--- src/rtl/irqd_pkg.sv ---
package irqd_pkg;
  localparam int unsigned ADR_W = 3;

  typedef enum logic [ADR_W-1:0] {
    ADR_TRIG    = 3'd0,
    ADR_POL     = 3'd1,
    ADR_BOTH    = 3'd2,
    ADR_UNMASK  = 3'd3,
    ADR_MASKSET = 3'd4,
    ADR_MASK    = 3'd5,
    ADR_STATUS  = 3'd6
  } adr_e;
endpackage

--- src/rtl/irqd_cfg_regs.sv ---
module irqd_cfg_regs #(
  parameter int unsigned W = 32
) (
  input  logic         clk,
  input  logic         rst_n,
  input  logic         wr_trig,
  input  logic         wr_pol,
  input  logic         wr_both,
  input  logic [W-1:0] wdata,
  output logic [W-1:0] trig_q,
  output logic [W-1:0] pol_q,
  output logic [W-1:0] both_q
);
  logic [W-1:0] trig_d, pol_d, both_d;

  always_comb begin
    trig_d = trig_q;
    pol_d  = pol_q;
    both_d = both_q;
    if (wr_trig) trig_d = wdata;
    if (wr_pol)  pol_d  = wdata;
    if (wr_both) both_d = wdata;
  end

  always_ff @(posedge clk or negedge rst_n) begin
    if (!rst_n) begin
      trig_q <= '0;
      pol_q  <= '0;
      both_q <= '0;
    end else begin
      trig_q <= trig_d;
      pol_q  <= pol_d;
      both_q <= both_d;
    end
  end
endmodule

--- src/rtl/irqd_event_detect.sv ---
module irqd_event_detect #(
  parameter int unsigned W = 32
) (
  input  logic         clk,
  input  logic         rst_n,
  input  logic [W-1:0] pin,
  input  logic [W-1:0] trig,
  input  logic [W-1:0] pol,
  input  logic [W-1:0] both,
  output logic [W-1:0] evt
);
  logic [W-1:0] prev_q, prev_d;
  logic         valid_q, valid_d;

  // Previous-cycle copy of the inputs; valid_q holds off edges until it is loaded.
  always_comb begin
    prev_d  = pin;
    valid_d = 1'b1;
  end

  always_ff @(posedge clk or negedge rst_n) begin
    if (!rst_n) begin
      prev_q  <= '0;
      valid_q <= 1'b0;
    end else begin
      prev_q  <= prev_d;
      valid_q <= valid_d;
    end
  end

  for (genvar i = 0; i < W; i++) begin : g_pin
    logic rise, fall, edge_hit, lvl_hit;
    assign rise     = pin[i] & ~prev_q[i];
    assign fall     = ~pin[i] & prev_q[i];
    assign edge_hit = both[i] ? (rise | fall) : (pol[i] ? rise : fall);
    assign lvl_hit  = pol[i] ? pin[i] : ~pin[i];
    assign evt[i]   = valid_q & (trig[i] ? edge_hit : lvl_hit);
  end
endmodule

--- src/rtl/irqd_status_mask.sv ---
module irqd_status_mask #(
  parameter int unsigned W = 32
) (
  input  logic         clk,
  input  logic         rst_n,
  input  logic [W-1:0] evt,
  input  logic         unmask_stb,
  input  logic         maskset_stb,
  input  logic         clr_stb,
  input  logic [W-1:0] wdata,
  output logic [W-1:0] mask_q,
  output logic [W-1:0] sts_q,
  output logic         irq
);
  logic [W-1:0] mask_d, sts_d, clr_bits;

  always_comb begin
    mask_d = mask_q;
    if (unmask_stb)  mask_d = mask_d & ~wdata;
    if (maskset_stb) mask_d = mask_d | wdata;
    clr_bits = clr_stb ? wdata : '0;
    sts_d    = (sts_q & ~clr_bits) | evt;
  end

  always_ff @(posedge clk or negedge rst_n) begin
    if (!rst_n) begin
      mask_q <= '1;
      sts_q  <= '0;
    end else begin
      mask_q <= mask_d;
      sts_q  <= sts_d;
    end
  end

  assign irq = |(sts_q & ~mask_q);

  // a detected event survives a same-cycle clear
  a_r7_event_wins: assert property (@(posedge clk) disable iff (!rst_n)
    (evt != '0) |=> ((sts_q & $past(evt)) == $past(evt)));

  // a status bit only rises after an event on that pin
  a_r7_no_spurious_set: assert property (@(posedge clk) disable iff (!rst_n)
    ((sts_q & ~$past(sts_q) & ~$past(evt)) == '0));

  // unmask strobe clears the selected mask bits
  a_r6_unmask: assert property (@(posedge clk) disable iff (!rst_n)
    unmask_stb |=> ((mask_q & $past(wdata)) == '0));

  // mask-set strobe sets the selected mask bits
  a_r6_mask_set: assert property (@(posedge clk) disable iff (!rst_n)
    maskset_stb |=> ((mask_q & $past(wdata)) == $past(wdata)));
endmodule

--- src/rtl/pinbank_irq_detect.sv ---
module pinbank_irq_detect
  import irqd_pkg::*;
#(
  parameter int unsigned NPINS = 32
) (
  input  logic             clk,
  input  logic             rst_n,
  input  logic [NPINS-1:0] pin_in,
  input  logic             reg_wr,
  input  logic [ADR_W-1:0] reg_addr,
  input  logic [NPINS-1:0] reg_wdata,
  output logic [NPINS-1:0] reg_rdata,
  output logic             irq
);
  localparam int unsigned SYNC_STAGES = 2;

  logic [SYNC_STAGES-1:0] rst_pipe_q;
  logic                   rst_sync_n;

  always_ff @(posedge clk or negedge rst_n) begin
    if (!rst_n) rst_pipe_q <= '0;
    else        rst_pipe_q <= {rst_pipe_q[SYNC_STAGES-2:0], 1'b1};
  end
  assign rst_sync_n = rst_pipe_q[SYNC_STAGES-1];

  logic wr_trig, wr_pol, wr_both, wr_unmask, wr_maskset, wr_clr;
  always_comb begin
    wr_trig    = reg_wr && (reg_addr == ADR_TRIG);
    wr_pol     = reg_wr && (reg_addr == ADR_POL);
    wr_both    = reg_wr && (reg_addr == ADR_BOTH);
    wr_unmask  = reg_wr && (reg_addr == ADR_UNMASK);
    wr_maskset = reg_wr && (reg_addr == ADR_MASKSET);
    wr_clr     = reg_wr && (reg_addr == ADR_STATUS);
  end

  logic [NPINS-1:0] trig_q, pol_q, both_q, evt, mask_q, sts_q;

  irqd_cfg_regs #(.W(NPINS)) u_cfg (
    .clk(clk), .rst_n(rst_sync_n),
    .wr_trig(wr_trig), .wr_pol(wr_pol), .wr_both(wr_both),
    .wdata(reg_wdata),
    .trig_q(trig_q), .pol_q(pol_q), .both_q(both_q)
  );

  irqd_event_detect #(.W(NPINS)) u_det (
    .clk(clk), .rst_n(rst_sync_n), .pin(pin_in),
    .trig(trig_q), .pol(pol_q), .both(both_q), .evt(evt)
  );

  irqd_status_mask #(.W(NPINS)) u_sts (
    .clk(clk), .rst_n(rst_sync_n), .evt(evt),
    .unmask_stb(wr_unmask), .maskset_stb(wr_maskset), .clr_stb(wr_clr),
    .wdata(reg_wdata), .mask_q(mask_q), .sts_q(sts_q), .irq(irq)
  );

  always_comb begin
    case (reg_addr)
      ADR_TRIG:   reg_rdata = trig_q;
      ADR_POL:    reg_rdata = pol_q;
      ADR_BOTH:   reg_rdata = both_q;
      ADR_MASK:   reg_rdata = mask_q;
      ADR_STATUS: reg_rdata = sts_q;
      default:    reg_rdata = '0;
    endcase
  end

  // an edge-type pin never reports an event while its input is unchanged
  a_r3_edge_needs_change: assert property (@(posedge clk) disable iff (!rst_sync_n)
    ((evt & trig_q & ~(pin_in ^ $past(pin_in))) == '0));
endmodule

--- config.mk ---
export PLATFORM = sky130hd
export DESIGN_NAME = pinbank_irq_detect
export DESIGN_NICKNAME = d
export VERILOG_FILES = /design/src/rtl/irqd_pkg.sv /design/src/rtl/irqd_cfg_regs.sv /design/src/rtl/irqd_event_detect.sv /design/src/rtl/irqd_status_mask.sv /design/src/rtl/pinbank_irq_detect.sv
export SDC_FILE = /design/constraint.sdc
export NUM_CORES = 1
export LEC_CHECK = 0
export ABC_AREA = 1
export BUFFER_PORTS_ARGS = -buffer_cell sky130_fd_sc_hd__buf_2
export CAP_MARGIN = 5
export CORE_ASPECT_RATIO = 1.1
export CORE_UTILIZATION = 40
export CTS_BUF_LIST = sky130_fd_sc_hd__clkbuf_4 sky130_fd_sc_hd__clkbuf_8 sky130_fd_sc_hd__clkbuf_16
export DETAILED_ROUTE_END_ITERATION = 8
export GPL_ROUTABILITY_DRIVEN = 0
export PLACE_DENSITY = 0.71
export RECOVER_POWER = 25
export SETUP_SLACK_MARGIN = 0.05
export SLEW_MARGIN = 15
export SYNTH_ARGS = -nofsm -noshare
export SYNTH_HDL_FRONTEND = slang
export SYNTH_SLANG_ARGS = --single-unit
--- constraint.sdc ---
create_clock -name clk -period 5.4 [get_ports clk]
set_clock_uncertainty 0.2 [all_clocks]
set_input_delay 1.08 -clock clk [delete_from_list [all_inputs] [get_ports clk]]
set_output_delay 1.08 -clock clk [all_outputs]
set_load 0.1 [all_outputs]
Word level (Yosys, flattened, before mapping)

Cells that the tools add are included.

Register bits: 195
Bits in latches: 0
Memory bits (writable): 0
Memory bits (read-only): 0
Logic and storage cells: 354
Memories kept: 0

Add/sub/neg operators: 0
Multiply operators: 0
Div/mod/pow operators: 0
$lt $le $gt $ge: 0
Eq/ne operators: 6
Shift operators: 0
Multiplexer cells: 132
Bitwise operators: 200
Reductions and logical operators: 8

Operators by type and width:

| kind                                                 | count |
|---|---|
| case mux 32 bit (5 select lines)                     | 1 |
| 2-to-1 mux 1 bit                                     | 128 |
| bitwise AND 1 bit                                    | 96 |
| bitwise AND 32 bit                                   | 3 |
| 2-to-1 mux 32 bit                                    | 3 |
| inverter 32 bit                                      | 3 |
| inverter 1 bit                                       | 64 |
| OR 32 bit                                            | 2 |
| OR 1 bit                                             | 32 |
| OR reduction 32 bit                                  | 1 |
| equality test 3 bit (second input constant)          | 3 |
| equality test 3 x 2 -> 1 bit (second input constant) | 2 |
| logical AND 1 bit                                    | 6 |
| equality test 3 x 1 -> 1 bit (second input constant) | 1 |
| logical NOT 3 bit                                    | 1 |

Longest topological paths before layout

Gate-level depths: netlist of the first run.

Depth after elaboration: 7
Gate-level depth with buffers: 9
Mapped depth without buffers: 7

Modules after synthesis

A second synthesis of the first run with hierarchy kept.

Cell total of the unflattened synthesis: 1879
Area total of the unflattened synthesis: 12660.9 um2

Modules (own cells, without submodules):

| module             | times used | cells an instance | area each (um2) | sequential area each (um2) |
|---|---|---|---|---|
| irqd_event_detect  | 1          | 742               | 4135.2          | 825.8 |
| irqd_cfg_regs      | 1          | 408               | 3796.1          | 2402.3 |
| irqd_status_mask   | 1          | 327               | 2842.7          | 1641.6 |
| pinbank_irq_detect | 1          | 402               | 1886.8          | 50.0 |

Least setup slack after synthesis of the first run

OpenSTA, ideal clock, no wires.

Kind: input to output
Start: input reg_addr[1]
End: output reg_rdata[10]
Arrival: 2.576 ns
Data required time: 4.120 ns
Slack: 1.544 ns
Cell stages on the path: 9
Cells stage by stage: buf_4 > inv_2 > nand2_1 > nor2_4 > buf_2 > nand2_1 > nand2_1 > inv_1 > nand3_1

Word-level cells in the longest chain between the ends: 2
Elaborated cells on any way between the ends: 6
Those cells by class: eq/ne (4); mux (1); reduce/logical (1)

Ends and longest elaborated chain:

| what                                              | RTL line                 | text |
|---|---|---|
| start: declaration                                | pinbank_irq_detect.sv:10 | `input logic [ADR_W-1:0] reg_addr,` |
| equality test 3 bit, or another cell as far along | pinbank_irq_detect.sv:57 | `case (reg_addr)` |
| case mux 32 bit (5 select lines) *                | pinbank_irq_detect.sv:57 |  |
| end: declaration                                  | pinbank_irq_detect.sv:12 | `output logic [NPINS-1:0] reg_rdata,` |

Mark *: on every way between the ends. The rest lies on a longest branch, timed or not.

Final worst setup path of the first run

Start: input reg_addr[2]
End: output reg_rdata[16]

Same word-level chain as after synthesis.

==> results of run 1 <==
-- per-stage QoR --
step | worst slack [ns] | cell area (sq um) | utilization | power (W)
finish | 0.852 | 12200 | 0.462 | 0.00421
CTS | 0.880 | 12200 | 0.464 | 0.00424
detailed placement | 0.882 | 11600 | 0.441 | 0.00297
floorplan | 1.54 | 10800 | - | 0.00270
global placement | 1.00 | 11600 | 0.441 | 0.00293
global route | 0.723 | 12200 | 0.462 | 0.00447
-- layer usage --
metal  vias up  track usage
met5         -            0
met4         2       0.0697
met3        44       0.0337
met2       241        0.359
met1      4405        0.295
li1       4735            -
-- repair_timing --
| action | in CTS | in global routing |
|---|---|---|
| setup endpoints to repair | 0 | 0 |
| hold buffers | 1 | 0 |
| hold endpoints to repair | 5 | 0 |
| resized for setup | 0 | 0 |
-- critical path: cells and delay by family --
kind / cells / cell delay, ns
AND/OR/NAND/NOR: 4 / 0.51
buffers and inverters: 5 / 1.66
-- cell usage in the layout, fill, tap and decap left out --
cell type,netlist,layout
buf_2,26,69
nand4_1,1,1
bufinv_16,0,2
nand3_1,33,33
dlygate4sd3_1,0,1
clkinvlp_4,0,1
inv_2,3,4
inv_1,199,198
a21oi_1,101,101
clkbuf_16,0,17
o21ai_1,39,39
nor2_2,1,2
dfrtp_4,0,1
dfrtp_1,163,162
inv_6,0,2
nand2_4,1,1
nand2_1,478,478
nand2_2,2,2
clkinv_4,0,3
clkinv_2,0,4
conb_1,1,2
ha_1,64,64
clkbuf_4,0,2
buf_4,5,17
diode_2,0,1
nand3b_1,1,1
o21ai_0,223,223
nor3_4,1,1
nor2_1,44,43
clkbuf_8,0,1
nor3_2,1,1
dfstp_2,32,32
nor2_4,1,1
clkbuf_2,0,1
clkbuf_1,18,34
-- how the worst max path moves through the flow --
stage               endpoint  cells after the start
2_1_floorplan  reg_rdata[10]                      9
3_3_place_gp   reg_rdata[16]                      9
4_1_cts        reg_rdata[16]                      9
3_5_place_dp   reg_rdata[16]                      9
6_report       reg_rdata[16]                      9
5_1_grt        reg_rdata[20]                      9
-- layout make-up --
type | count | area share
Sequential cell | 195 | 0.405
Multi-Input combinational cell | 993 | 0.398
Inverter | 202 | 0.0624
Timing Repair Buffer | 122 | 0.0506
Clock buffer | 20 | 0.0374
Tap cell | 352 | 0.0362
Clock inverter | 12 | 0.0108
Antenna cell | 1 | 0.000206
-- logic make-up after synthesis --
kind of cell	Yosys count	synth area share
AO/OA/AOI/OAI	363	0.169
adder cells (fa/ha/maj)	64	0.0745
other	1	0.000349
buffers and inverters	252	0.0934
flip-flops	195	0.458
AND/OR/NAND/NOR	564	0.205
-- power groups by stage --
stage | clock network [W] | registers (W) | logic [W]
floorplan | 0 | 0.00193 | 0.000773
global placement | 0 | 0.00197 | 0.000955
detailed placement | 0 | 0.00198 | 0.000989
CTS | 0.00130 | 0.00195 | 0.000994
global route | 0.00135 | 0.00200 | 0.00112
finish | 0.00127 | 0.00196 | 0.000983
==> reports/results.ini, run 1 <==
[synth]
netlist_instances = 1439
yosysMostFrequentCell = nand2_1
ys_seq_elements = 195
synth_top_area_frac = 0.379
synthTopCellsByCount = nand2_1, o21ai_0, inv_1, dfrtp_1, a21oi_1
synth_edf_count = 0
netlist_area_sq_um = 10800
synth_top_cell_by_area = dfrtp_1
synth-main-ff-cell = dfrtp_1
ys_top_cells_by_area = dfrtp_1, nand2_1, o21ai_0
syn_area_per_cell_sq_um = 7.47
synth_cell_type_count = 24
ys_async_sr_fraction = 1.00
yosysWarnings = 0
seq_area_frac_synth = 0.458

[clock_tree]
post_cts_buffers = 0
htreeDepth = 4
clk_pin_slew_ns = 0.07
cts_buffer_depth = 2
numCtsBuffers = 17
cts_sinks = 195
cts_tree = built
worstSkewPairLatency_ns = 0.43
cts_root_buf = clkbuf_16

[routing]
routed_wl_microns = 28300
drt_iter0_drc = 502
wl_met1_microns = 12700
route.met3.wl_microns = 1510
final_antenna_net_count = 0
vias_per_cell = 4.97
vias = 9427
wl_met2_microns = 13400
drc = 0
firstDrtPassIters = 5
highest_layer = met5
wl_per_cell_microns = 14.9

[sta]
rsz0062_at_grt = no
final_max_slew_viol_count = 131
worstMarginPinSlew_ns = 2.75
period_needed_ns = 4.55
max_freq_mhz = 220
finalHoldViolCount = 0
timing.hold.ws_ns = 0.153
setup_viol = 0
setup_tns_ns = 0
period_share = 0.842
maxSlewHeadroom = -0.833

[placed_design]
dp_cells = 1863
port_buffers = 102
hpwlAfterDp_microns = 19200

[pwr]
p_int_w = 0.00272
combPwrFrac = 0.233
worst_ir_drop_vdd_mv = 0.219
p_per_area_nw_per_um2 = 346
p_leak_nw = 6.24
swShare = 0.354
p_seq_frac = 0.464
switchingPower_w = 0.00149
clockPowerShare = 0.302

[cells_and_area]
stdcell_count = 1897
nNetsFinal = 1665
multi_input_area_sq_um = 4830
register_area_sq_um = 4920
fill_cells = 2640
drive_above_1_share = 0.106
area_delta_synth_final_pct = 13.1

[setup_path]
critPathLaunch = reg_addr[2]
slowest_stage = buf_2
r2r_start = rst_pipe_q[1]
worst_ep_arrival_time_ns = 3.27
rr_worst_depth = 2
r2r_end = u_cfg.both_q[17]
max_stage_delay_ns = 0.50
endpoint_kind = output port
rrSetupSlack_ns = 1.92
cp_max_fo = 23
path_cells = buf_2 > nand3_1 > inv_2 > buf_4 > nand2_1 > nand2_1 > inv_1 > nand3_1 > buf_2
crit_required_ns = 4.12
crit_type = primary input to output port
start_kind = primary input

[status]
violations = capacitance limit, slew limit
status = complete, but fails checks

[worst_hold_path]
min_path_cells = 0
hold_path_class = flip-flop to flip-flop
min_to = rst_pipe_q[1]
hp-start = rst_pipe_q[0]

[global_routing]
grt_max_degree = 79
antenna_found_initial = 1
gr-total-overflow = 0
grt_pass1_wl_microns = 47000
grt_pass1_vias = 9251
groute.usage.overall = 0.219

[die]
coreArea_sq_um = 26300
pin_count = 103
die_x_microns = 158
die_h_microns = 174
rows = 62
initial_core_util = 0.409
dieArea_sq_um = 27500

[flow_run]
maxCapViolCount = 2

(Power assumes the default switching activity.)
==> run 2, diff against run 1 <==
--- a/config.mk
+++ b/config.mk
@@ -13,7 +13,7 @@
 export CTS_BUF_LIST = sky130_fd_sc_hd__clkbuf_4 sky130_fd_sc_hd__clkbuf_8 sky130_fd_sc_hd__clkbuf_16
 export DETAILED_ROUTE_END_ITERATION = 8
 export GPL_ROUTABILITY_DRIVEN = 0
-export PLACE_DENSITY = 0.71
+export PLACE_DENSITY = 0.69
 export RECOVER_POWER = 25
 export SETUP_SLACK_MARGIN = 0.05
 export SLEW_MARGIN = 15
==> constraint.sdc (replaced) <==
create_clock -name clk -period 4.35 [get_ports clk]
set_clock_uncertainty 0.2 [all_clocks]
set_input_delay 0.87 -clock clk [delete_from_list [all_inputs] [get_ports clk]]
set_output_delay 0.87 -clock clk [all_outputs]
set_load 0.1 [all_outputs]
==> reports/results.ini, run 2 (same netlist as run 1, synthesis figures left out) <==
[status]
status = complete, but fails checks
violations = slew limit

[routing]
highest_layer = met5
vias_per_cell = 4.94  ; -0.59%
routed_wl_microns = 27900  ; -1.3%
route.met3.wl_microns = 1150  ; -24%
drc = 0  ; unchanged
final_antenna_net_count = 0  ; unchanged
vias = 9371  ; -0.59%
wl_per_cell_microns = 14.7  ; -1.3%
firstDrtPassIters = 5  ; unchanged
wl_met2_microns = 13600  ; +1.1%
wl_met1_microns = 12400  ; -2.2%
drt_iter0_drc = 650  ; +29%

[pwr]
worst_ir_drop_vdd_mv = 0.244  ; +11%
p_leak_nw = 6.35  ; +1.7%
p_seq_frac = 0.451  ; -0.013
combPwrFrac = 0.256  ; +0.023
p_per_area_nw_per_um2 = 426  ; +23%
swShare = 0.360  ; +0.00645
p_int_w = 0.00344  ; +26%
switchingPower_w = 0.00194  ; +30%
finalPower_w = 0.00538  ; +28%
clockPowerShare = 0.293  ; -0.009

[global_routing]
gr-total-overflow = 0  ; unchanged
antenna_found_initial = 4  ; +3
grt_max_degree = 108  ; +37%
grt_pass1_vias = 9024  ; -2.5%
grt_pass1_wl_microns = 45700  ; -2.8%
groute.usage.overall = 0.213  ; -0.00546

[die]
coreArea_sq_um = 26300  ; unchanged
die_h_microns = 174  ; unchanged
pin_count = 103  ; unchanged
dieArea_sq_um = 27500  ; unchanged
initial_core_util = 0.409  ; unchanged
rows = 62  ; unchanged
die_x_microns = 158  ; unchanged

[setup_path]
start_kind = primary input
max_stage_delay_ns = 0.57  ; +0.07 ns
slowest_stage = inv_2
worst_ep_arrival_time_ns = 2.65  ; -0.62 ns
path_cells = buf_2 > nand3_1 > inv_2 > nand2_1 > nand2_1 > inv_1 > nand3_1 > buf_12
crit_type = primary input to output port
endpoint_kind = output port
cp_max_fo = 29  ; +26%
crit_family = buffers and inverters
path_buf_inv = 4  ; -1
crit_required_ns = 3.28  ; -0.84 ns

[sta]
finalHoldViolCount = 0  ; unchanged
period_share = 0.854
setup_viol = 0  ; unchanged
period_needed_ns = 3.72
max_freq_mhz = 269
maxSlewHeadroom = -0.00652  ; +0.826
worstMarginPinSlew_ns = 1.51  ; -1.24 ns
rsz0062_at_grt = no
setup_tns_ns = 0  ; unchanged
final_max_slew_viol_count = 68  ; -48%

[placed_design]
placed_cell_area_sq_um = 12100  ; +4.1%
port_buffers = 102  ; unchanged
hpwlAfterDp_microns = 18800  ; -2.1%

[clock_tree]
post_cts_buffers = 0  ; unchanged
holdBufCountCts = 1  ; unchanged
cts_buffer_depth = 2  ; unchanged
worstSkewPairLatency_ns = 0.44  ; about the same
cts_root_buf = clkbuf_16
cts_tree = built
clk_pin_slew_ns = 0.07  ; about the same
ctsResizeCount = 0  ; unchanged
numCtsBuffers = 17  ; unchanged
cts_sinks = 195  ; unchanged
htreeDepth = 4  ; unchanged

[worst_hold_path]
hold_path_class = flip-flop to flip-flop

[flow_run]
maxCapViolCount = 0  ; -2

[cells_and_area]
fill_cells = 2563  ; -2.9%
area_delta_synth_final_pct = 17.4
design_area_sq_um = 12600  ; +3.8%
register_area_sq_um = 4920  ; about the same
mostFrequentLayoutCells = nand2_1, o21ai_0, inv_1, dfrtp_1, a21oi_1
layout_commonest_cell = nand2_1
drive_above_1_share = 0.104  ; -0.00181
multi_input_area_sq_um = 4840  ; +0.10%
nNetsFinal = 1663  ; -0.12%

run 2: final timing paths:
kind / startpoint / cells past startpoint / end / slack [ns]
min in group asynchronous: rst_pipe_q[1] / 0 / u_cfg.both_q[2] / 0.34
max reg2reg: rst_pipe_q[1] / 1 / u_cfg.both_q[13] / 1.37
max in group asynchronous: rst_pipe_q[1] / 1 / u_cfg.both_q[13] / 1.37
min reg2reg: rst_pipe_q[0] / 0 / rst_pipe_q[1] / 0.16
max: reg_addr[2] / 8 / reg_rdata[16] / 0.63
min: rst_pipe_q[0] / 0 / rst_pipe_q[1] / 0.16
run 2: per-stage QoR:
stage | cells | hold slack, ns | setup slack, ns | utilization
final | 1897 | 0.156 | 0.634 | 0.480
after detailed placement | 1861 | 0.0907 | 0.622 | 0.460
after global routing | 1896 | 0.170 | 0.483 | 0.480
after CTS | 1894 | 0.0936 | 0.622 | 0.482
after floorplan | 1440 | 0.131 | 0.914 | -
after global placement | 1861 | 0.0916 | 0.686 | 0.460
run 2: final cells by class:
cell class,count,share of cell area
Sequential cell,195,0.390
Multi-Input combinational cell,993,0.383
Timing Repair Buffer,120,0.0859
Inverter,202,0.0601
Tap cell,352,0.0349
Clock buffer,17,0.0337
Clock inverter,15,0.0118
Antenna cell,3,0.000595
run 2: power groups by stage:
stage / clock, W / combinational (W) / sequential [W]
3_5_place_dp: 0 / 0.00139 / 0.00246
3_3_place_gp: 0 / 0.00135 / 0.00245
5_1_grt: 0.00169 / 0.00154 / 0.00247
6_report: 0.00157 / 0.00138 / 0.00243
4_1_cts: 0.00160 / 0.00139 / 0.00242
2_1_floorplan: 0 / 0.000960 / 0.00240
run 2: layer usage:
layer | GRT usage | up-vias
met2 | 0.355 | 194
met4 | 0.0781 | 2
met1 | 0.277 | 4412
li1 | - | 4721
met3 | 0.0364 | 42
met5 | 0 | -
